<file path="config.mk">
export PLATFORM = sky130hd
export DESIGN_NAME = irqc_top
export DESIGN_NICKNAME = d
export VERILOG_FILES = /design/src/rtl/irqc_pkg.sv /design/src/rtl/irqc_sync.sv /design/src/rtl/irqc_regs.sv /design/src/rtl/irqc_prio.sv /design/src/rtl/irqc_top.sv
export SDC_FILE = /design/constraint.sdc
export NUM_CORES = 1
export LEC_CHECK = 0
export BUFFER_PORTS_ARGS = -buffer_cell sky130_fd_sc_hd__buf_2
export CAP_MARGIN = 0
export CELL_PAD_IN_SITES_DETAIL_PLACEMENT = 1
export CELL_PAD_IN_SITES_GLOBAL_PLACEMENT = 1
export CORE_MARGIN = 2
export CORE_UTILIZATION = 47
export DETAILED_ROUTE_END_ITERATION = 16
export PLACE_DENSITY = 0.82
export SYNTH_ARGS = -nofsm -noshare
export SYNTH_HDL_FRONTEND = slang
export SYNTH_SLANG_ARGS = --single-unit
</file>
<file path="constraint.sdc">
create_clock -name clk -period 5.22 [get_ports clk]
set_input_delay 1.044 -clock clk [delete_from_list [all_inputs] [get_ports clk]]
set_output_delay 1.044 -clock clk [all_outputs]
set_load 0.005 [all_outputs]
</file>
<file path="src/rtl/irqc_pkg.sv">
package irqc_pkg;

  localparam int unsigned ADDR_W = 2;
  localparam int unsigned GRP_W  = 8;

  typedef enum logic [ADDR_W-1:0] {
    REG_STATUS = 2'd0,
    REG_MASK   = 2'd1,
    REG_LATCH  = 2'd2,
    REG_SOFT   = 2'd3
  } irqc_reg_e;

  // index of the lowest set bit in one group, 0 when empty
  function automatic logic [2:0] grp_lowest(input logic [GRP_W-1:0] v);
    logic [2:0] r;
    r = '0;
    for (int i = GRP_W - 1; i >= 0; i--) begin
      if (v[i]) r = 3'(i);
    end
    return r;
  endfunction

  // next edge-latch word: keep cleared bits cleared, set on new edges
  function automatic logic [31:0] latch_next(input logic [31:0] cur,
                                             input logic [31:0] keep,
                                             input logic [31:0] rise,
                                             input logic [31:0] emap);
    return ((cur & keep) | rise) & emap;
  endfunction

endpackage

</file>
<file path="src/rtl/irqc_sync.sv">
module irqc_sync #(
  parameter int unsigned W      = 32,
  parameter int unsigned STAGES = 2
) (
  input  logic         clk,
  input  logic         rst_n,
  input  logic [W-1:0] raw_i,
  output logic [W-1:0] sync_o,
  output logic [W-1:0] rise_o
);

  logic [W-1:0] stage_q [STAGES];
  logic [W-1:0] prev_q;

  always_ff @(posedge clk or negedge rst_n) begin
    if (!rst_n) stage_q[0] <= '0;
    else        stage_q[0] <= raw_i;
  end

  for (genvar s = 1; s < STAGES; s++) begin : g_stage
    always_ff @(posedge clk or negedge rst_n) begin
      if (!rst_n) stage_q[s] <= '0;
      else        stage_q[s] <= stage_q[s-1];
    end
  end

  always_ff @(posedge clk or negedge rst_n) begin
    if (!rst_n) prev_q <= '0;
    else        prev_q <= stage_q[STAGES-1];
  end

  assign sync_o = stage_q[STAGES-1];
  assign rise_o = stage_q[STAGES-1] & ~prev_q;

endmodule

</file>
<file path="src/rtl/irqc_regs.sv">
module irqc_regs
  import irqc_pkg::*;
#(
  parameter int unsigned W        = 32,
  parameter logic [31:0] EDGE_MAP = 32'hF1CF_0000,
  parameter logic [31:0] SOFT_MAP = 32'h7000_0000
) (
  input  logic         clk,
  input  logic         rst_n,
  input  logic         wr_i,
  input  logic [1:0]   addr_i,
  input  logic [W-1:0] wdata_i,
  input  logic [W-1:0] rise_i,
  output logic [W-1:0] mask_q,
  output logic [W-1:0] latch_q,
  output logic [W-1:0] soft_q,
  output logic [W-1:0] keep_o,
  output logic         wr_mask_o
);

  logic wr_latch, wr_soft;

  assign wr_mask_o = wr_i && (addr_i == REG_MASK);
  assign wr_latch  = wr_i && (addr_i == REG_LATCH);
  assign wr_soft   = wr_i && (addr_i == REG_SOFT);
  assign keep_o    = wr_latch ? wdata_i : '1;

  always_ff @(posedge clk or negedge rst_n) begin
    if (!rst_n) begin
      mask_q  <= '0;
      latch_q <= '0;
      soft_q  <= '0;
    end else begin
      if (wr_mask_o) mask_q <= wdata_i;
      if (wr_soft)   soft_q <= wdata_i & W'(SOFT_MAP);
      latch_q <= W'(latch_next(32'(latch_q), 32'(keep_o), 32'(rise_i), EDGE_MAP));
    end
  end

endmodule

</file>
<file path="src/rtl/irqc_prio.sv">
module irqc_prio
  import irqc_pkg::*;
#(
  parameter int unsigned W     = 32,
  parameter int unsigned IDX_W = $clog2(W)
) (
  input  logic [W-1:0]     pend_i,
  output logic             any_o,
  output logic [IDX_W-1:0] idx_o
);

  localparam int unsigned NGRP = W / GRP_W;

  logic [NGRP-1:0] grp_any;
  logic [2:0]      grp_sub [NGRP];

  for (genvar g = 0; g < NGRP; g++) begin : g_grp
    assign grp_any[g] = |pend_i[g*GRP_W +: GRP_W];
    assign grp_sub[g] = grp_lowest(pend_i[g*GRP_W +: GRP_W]);
  end

  always_comb begin
    idx_o = '0;
    for (int g = NGRP - 1; g >= 0; g--) begin
      if (grp_any[g]) idx_o = IDX_W'(g * GRP_W) + IDX_W'(grp_sub[g]);
    end
  end

  assign any_o = |grp_any;

endmodule

</file>
<file path="src/rtl/irqc_top.sv">
module irqc_top
  import irqc_pkg::*;
#(
  parameter int unsigned NSRC        = 32,
  parameter int unsigned SYNC_STAGES = 2,
  parameter logic [31:0] EDGE_MAP    = 32'hF1CF_0000,
  parameter logic [31:0] SOFT_MAP    = 32'h7000_0000,
  localparam int unsigned IDX_W      = $clog2(NSRC)
) (
  input  logic             clk,
  input  logic             rst_n,
  input  logic [NSRC-1:0]  src_i,
  input  logic             bus_wr_i,
  input  logic             bus_rd_i,
  input  logic [1:0]       bus_addr_i,
  input  logic [NSRC-1:0]  bus_wdata_i,
  output logic [NSRC-1:0]  bus_rdata_o,
  output logic             irq_o,
  output logic [IDX_W-1:0] irq_idx_o
);

  localparam logic [NSRC-1:0] EMAP = NSRC'(EDGE_MAP);

  logic [NSRC-1:0] sync_lvl, rise;
  logic [NSRC-1:0] mask_q, latch_q, soft_q, keep;
  logic [NSRC-1:0] status, pend;
  logic            wr_mask;

  irqc_sync #(.W(NSRC), .STAGES(SYNC_STAGES)) u_sync (
    .clk(clk), .rst_n(rst_n), .raw_i(src_i), .sync_o(sync_lvl), .rise_o(rise)
  );

  irqc_regs #(.W(NSRC), .EDGE_MAP(EDGE_MAP), .SOFT_MAP(SOFT_MAP)) u_regs (
    .clk(clk), .rst_n(rst_n), .wr_i(bus_wr_i), .addr_i(bus_addr_i),
    .wdata_i(bus_wdata_i), .rise_i(rise), .mask_q(mask_q), .latch_q(latch_q),
    .soft_q(soft_q), .keep_o(keep), .wr_mask_o(wr_mask)
  );

  assign status = (sync_lvl & ~EMAP) | latch_q | soft_q;
  assign pend   = status & mask_q;

  irqc_prio #(.W(NSRC), .IDX_W(IDX_W)) u_prio (
    .pend_i(pend), .any_o(irq_o), .idx_o(irq_idx_o)
  );

  always_ff @(posedge clk or negedge rst_n) begin
    if (!rst_n) begin
      bus_rdata_o <= '0;
    end else if (bus_rd_i) begin
      case (bus_addr_i)
        REG_STATUS: bus_rdata_o <= status;
        REG_MASK:   bus_rdata_o <= mask_q;
        REG_LATCH:  bus_rdata_o <= latch_q;
        default:    bus_rdata_o <= soft_q;
      endcase
    end
  end

endmodule

</file>
Word level (Yosys, flattened, before mapping)
Cells that the tools add are included.
Word-level totals
  flip-flop bits (word level): 174
  logic and storage cells: 67
  input bits: 70
  output and inout bits: 38
Operators by class
  mux-type cells: 38
  add/subtract/negate cells: 3
  bitwise gates (word level): 7
  reduce and logical (&&, ||, !) cells: 9
  eq/ne operators: 3
Operator list (number)
  $and 32x32->32: 3
  $mux 3: 32
  $pmux 32 s3: 1
  $mux 32: 1
  $not 32->32: 1
  $or 28x32->32: 1
  $or 32x31->32: 1
  $or 32x32->32: 1
  $reduce_or 32->1: 1
  $reduce_or 8->1: 4
  $mux 5: 4
  $add 4x3->5 const A: 1
  $add 4x4->5 const A: 1
  $add 5x3->5 const A: 1
  $eq 2x2->1 const B: 2
  $logic_and 1x1->1: 3
  $eq 2x1->1 const B: 1
  $logic_not 2->1: 1

Depth between registers and ports, before layout
  depth after elaboration: 16
  gate-level depth with buffers: 6
  mapped depth without buffers: 6

Modules after synthesis
Synthesis repeated with hierarchy kept, for this count alone.
Second synthesis, totals
  cell total of the unflattened synthesis: 654
  area total of the unflattened synthesis: 8324.2 sq um
Modules (own cells, without submodules)
  irqc_sync: sequential area each 2402.3 sq um, area an instance 3083.0 sq um, instances 1, cells an instance 160
  irqc_top: sequential area each 800.8 sq um, area an instance 2483.6 sq um, instances 1, cells an instance 242
  irqc_regs: sequential area each 1151.1 sq um, area an instance 2349.8 sq um, instances 1, cells an instance 187
  irqc_prio: sequential area each 0.0 sq um, area an instance 407.9 sq um, instances 1, cells an instance 65

Least setup slack after synthesis
OpenSTA, ideal clock, no wires.
  path kind: register to output
  start point: register u_regs.soft_q[30]
  end point: output irq_idx_o[0]
  stages on the path, launching flop included: 7
  data required time: 4.176 ns
  path buffers: 0
  path slack: 2.677 ns
  arrival time: 1.499 ns
  path through: dfrtp_1 o21ai_2 nand4_1 or3_4 and3_4 a211oi_2 o32ai_2
On the way
  longest elaborated chain between the ends: 14
  elaborated cells between the ends (all ways): 15
  classes of those cells: add/sub: 1; mux: 11; bitwise: 2; reduce/logical: 1
RTL lines
  start: declaration: line irqc_regs.sv:16  | output logic [W-1:0] soft_q,
  start signal: assignment: line irqc_regs.sv:35  | if (wr_soft) soft_q <= wdata_i & W'(SOFT_MAP);
  $or 32x31->32 (*): line irqc_top.sv:39  | assign status = (sync_lvl & ~EMAP) | latch_q | soft_q;
  $and 32x32->32 (*): line irqc_top.sv:40  | assign pend = status & mask_q;
  $mux 3 (7 in series): line irqc_pkg.sv:18  | if (v[i]) r = 3'(i);
  $add 4x4->5: line irqc_prio.sv:25  | if (grp_any[g]) idx_o = IDX_W'(g * GRP_W) + IDX_W'(grp_sub[g]);
  $mux 5 (*) (4 in series): line irqc_prio.sv:25
  end: declaration: line irqc_top.sv:19  | output logic [IDX_W-1:0] irq_idx_o
Every way passes the cells marked *; elsewhere a longest branch is shown, timed or not.

Worst setup path after layout
  start point: register u_regs.mask_q[14]
  end point: output irq_idx_o[1]
On the way
  longest elaborated chain between the ends: 11
  elaborated cells between the ends (all ways): 12
  classes of those cells: add/sub: 1; mux: 9; bitwise: 1; reduce/logical: 1
RTL lines
  start: declaration: line irqc_regs.sv:14  | output logic [W-1:0] mask_q,
  start signal: assignment: line irqc_regs.sv:34  | if (wr_mask_o) mask_q <= wdata_i;
  $and 32x32->32 (*): line irqc_top.sv:40
  $mux 3 (7 in series): line irqc_pkg.sv:18
  $add 4x3->5: line irqc_prio.sv:25
  $mux 5 (*) (2 in series): line irqc_prio.sv:25
Marks and branches as above.

==> metrics.txt <==
outcome completed; Seq cells post-synth 153; critical path's slowest cell dfrtp_1; syn_nets 503; Rel. slew slack 34.8%; clock slew at reported path FFs 0.06 ns; final setup fails 0; Setup TNS 0 ns; initial DRC count 260; CP cell instances a22o_1, a221oi_1, and2_1, nand2b_4, o31ai_1, buf_2; Hold Fails Final Rpt 0; worst skew pair latency 0.42 ns; R2R Path End bus_rdata_o[28]; Mapped Area 5660 um^2; r2r setup slk 4.11 ns; Switch Pwr 748 uW; max_cap viols 0; CTS Hold Buffers Added 0; area share of the largest cell type after synthesis 67.6%; Reg2Reg Depth 2; Buf+Inv Stages, Crit Path 1; Post-CTS Resized 0; total number of vias 3,851; # IOs 108; Residual DRC 0; worst hold start u_sync.stage_q[51]; Die Y 114 um; sw frac 25.5%; root buffer cell clkbuf_16; Synth area leader dfrtp_1; Final period util 64.8%; Site Rows 40; Synth warnings 0; Longest Clk Path Bufs 2; total grt overflow 0; largest net degree at the start of global routing 111; clock group share of total power 39.8%; GPL Wtd Cong 0.820; Int Pwr 2.19 mW; CTS tree done; sequential power share 47.7%; PD cells 425 nW/um^2; Worst setup SP type flip-flop; core box area 11,900 um^2; Hold Path Class reg2reg; I/O Buffers 107; maximum VDD drop 0.209 mV; first-pass GRT wire length 22,400 um; Combinational Power Share 12.5%; postcts setup bufs 0; remaining antenna violation count 0; syn avg cell area 13.1 um^2; clk_skew 0.00472 ns; Via density 5.46; average wire per standard cell 19.6 um; Distinct cells, synth 40; CP Capture Type output pin; cts bufs inserted 17; total global-route track usage 23.0%; Crit path required time 4.18 ns; register area share after synthesis 67.6%; Post-Synthesis Cells 433; Die Wd 114 um; initial antenna violation count 0; ys flop type dfrtp_1; die area 12,900 um^2; FF-to-FF Start u_regs.latch_q[28]; cells taking the most area after synthesis dfrtp_1 (68%), mux2_2 (6.4%), mux2i_1 (3.7%); delay of the slowest critical-path stage 0.40 ns; Design Area, Final 6910 um^2; Crit path max-delay family compound AO/OA/AOI/OAI gates; total leakage power 3.26 nW; vias in the first global route 4,297; Hold Path End u_sync.sync_o[19]; layout cells sized above 1 32.6%; Placement Cell Area 6340 um^2; Pwr Total 2.94 mW; TritonRoute pass-1 iters 4; diode count 0; WHS Path Cells 0; Crit Path Category reg2out; final wirelength 13,800 um; # H-tree levels 4; Final Util 58.2%; layout net count 615; Final Max Slew Viols 0; Initial Util 47.7%; Post-synth EDFFs 0; fmax 296 MHz; RSZ-0062 raised after global routing no; Layout area overhead 22.0%; Crit Path Max Fanout 4; clk sink count 153; min Tclk post-route 3.38 ns; DP HPWL 9220 um; Data arrival, critical path 2.34 ns; worst-margin pin slew 0.977 ns; FFs w/ async S/R, synth 100%
synth_stat cells (2+ instances only):
library cell and number:
dfrtp_1 153, nand2_1 33, inv_1 32, mux2_2 32, o21ai_0 28, mux2i_1 21
o22ai_1 21, nor2_1 15, clkbuf_1 11, a31oi_1 10, a21oi_1 9, nand3b_1 8
a22oi_1 6, buf_2 6, a222oi_1 5, and2_1 4, nand2b_1 4, nand3_1 4
a22o_1 3, a32oi_1 3, mux2_1 3, o21ai_2 3, a221oi_1 2
metal layers:
layer	up-vias	global-route usage, %	wire length (um)
met5	-	0	0
met4	0	9.02	284
met3	26	5.31	719
met2	118	39.4	7050
met1	1962	28.4	5780
li1	1745	-	-
power by group through the flow:
stage          Clock, mW  Sequential, mW  Combinational (mW)
2_1_floorplan          0            1.39               0.212
3_3_place_gp           0            1.41               0.346
3_5_place_dp           0            1.42               0.364
4_1_cts             1.19            1.40               0.371
5_1_grt             1.24            1.42               0.408
6_report            1.17            1.40               0.367
cell families after synthesis:
kind of cell	count (synthesis)	synth area share, %
buffers and inverters	50	3.45
xor gates and xnor gates	1	0.155
DFF	153	67.6
muxes	56	10.7
AOI/OAI and AO/OA	98	11.5
and+or+nand+nor	75	6.63
stage by stage:
| step | instances | hold WS, ns | setup WS [ns] |
|---|---|---|---|
| 5_1_grt | 705 | 0.350 | 1.71 |
| 3_3_place_gp | 673 | 0.332 | 1.97 |
| 2_1_floorplan | 433 | 0.331 | 2.68 |
| 3_5_place_dp | 673 | 0.336 | 1.86 |
| 6_report | 705 | 0.346 | 1.84 |
| 4_1_cts | 705 | 0.349 | 1.83 |
how the worst max path moves through the flow:
stage                            startpoint                to  slack, ns  depth (start not counted)
after floorplan           u_regs.soft_q[30]      irq_idx_o[0]       2.68                          6
after global placement        bus_addr_i[0]  u_regs.mask_q[7]       1.97                          7
after detailed placement      bus_addr_i[0]  u_regs.mask_q[7]       1.86                          7
after CTS                 u_regs.mask_q[14]      irq_idx_o[1]       1.83                          6
after global routing      u_regs.mask_q[14]      irq_idx_o[0]       1.71                          6
final                     u_regs.mask_q[14]      irq_idx_o[1]       1.84                          6
worst reg2reg max path: stages, from the launching register on:
cell and delay (ns):
dfrtp_1 0.41, a222oi_1 0.42, a21oi_1 0.12
sequential cells by signal, indices dropped and copies added, names as in the netlist:
register        flops
bus_rdata_o        32
u_regs.mask_q      32
u_sync.stage_q     32
u_sync.sync_o      32
u_regs.latch_q     11
u_sync.prev_q      11
u_regs.soft_q       3
cells in the final DEF (no fill, tap or decap), types with 2 or more instances in the layout:
cell type	instances
o22ai_1	21
a221oi_1	2
a32oi_1	3
mux2_1	3
nand2b_1	4
and2_1	4
clkinvlp_4	2
a22oi_1	6
mux2i_1	21
clkinv_2	4
dfrtp_1	153
a222oi_1	5
o21ai_0	28
clkbuf_16	17
nor2_1	15
inv_1	32
buf_4	3
a22o_1	3
nand2_1	33
nand3b_1	8
a31oi_1	10
buf_2	106
o21ai_2	3
nand3_1	4
clkbuf_8	5
clkbuf_1	3
a21oi_1	9
mux2_2	32
layout make-up:
type / instances / area, um^2
Fill cell: 1222 / 4950
Clock buffer: 25 / 505
Tap cell: 147 / 184
Clock inverter: 7 / 65.1
Timing Repair Buffer: 110 / 564
Multi-Input combinational cell: 230 / 1640
Inverter: 33 / 124
Sequential cell: 153 / 3830
Note: power is estimated with default switching activity, not from simulation.
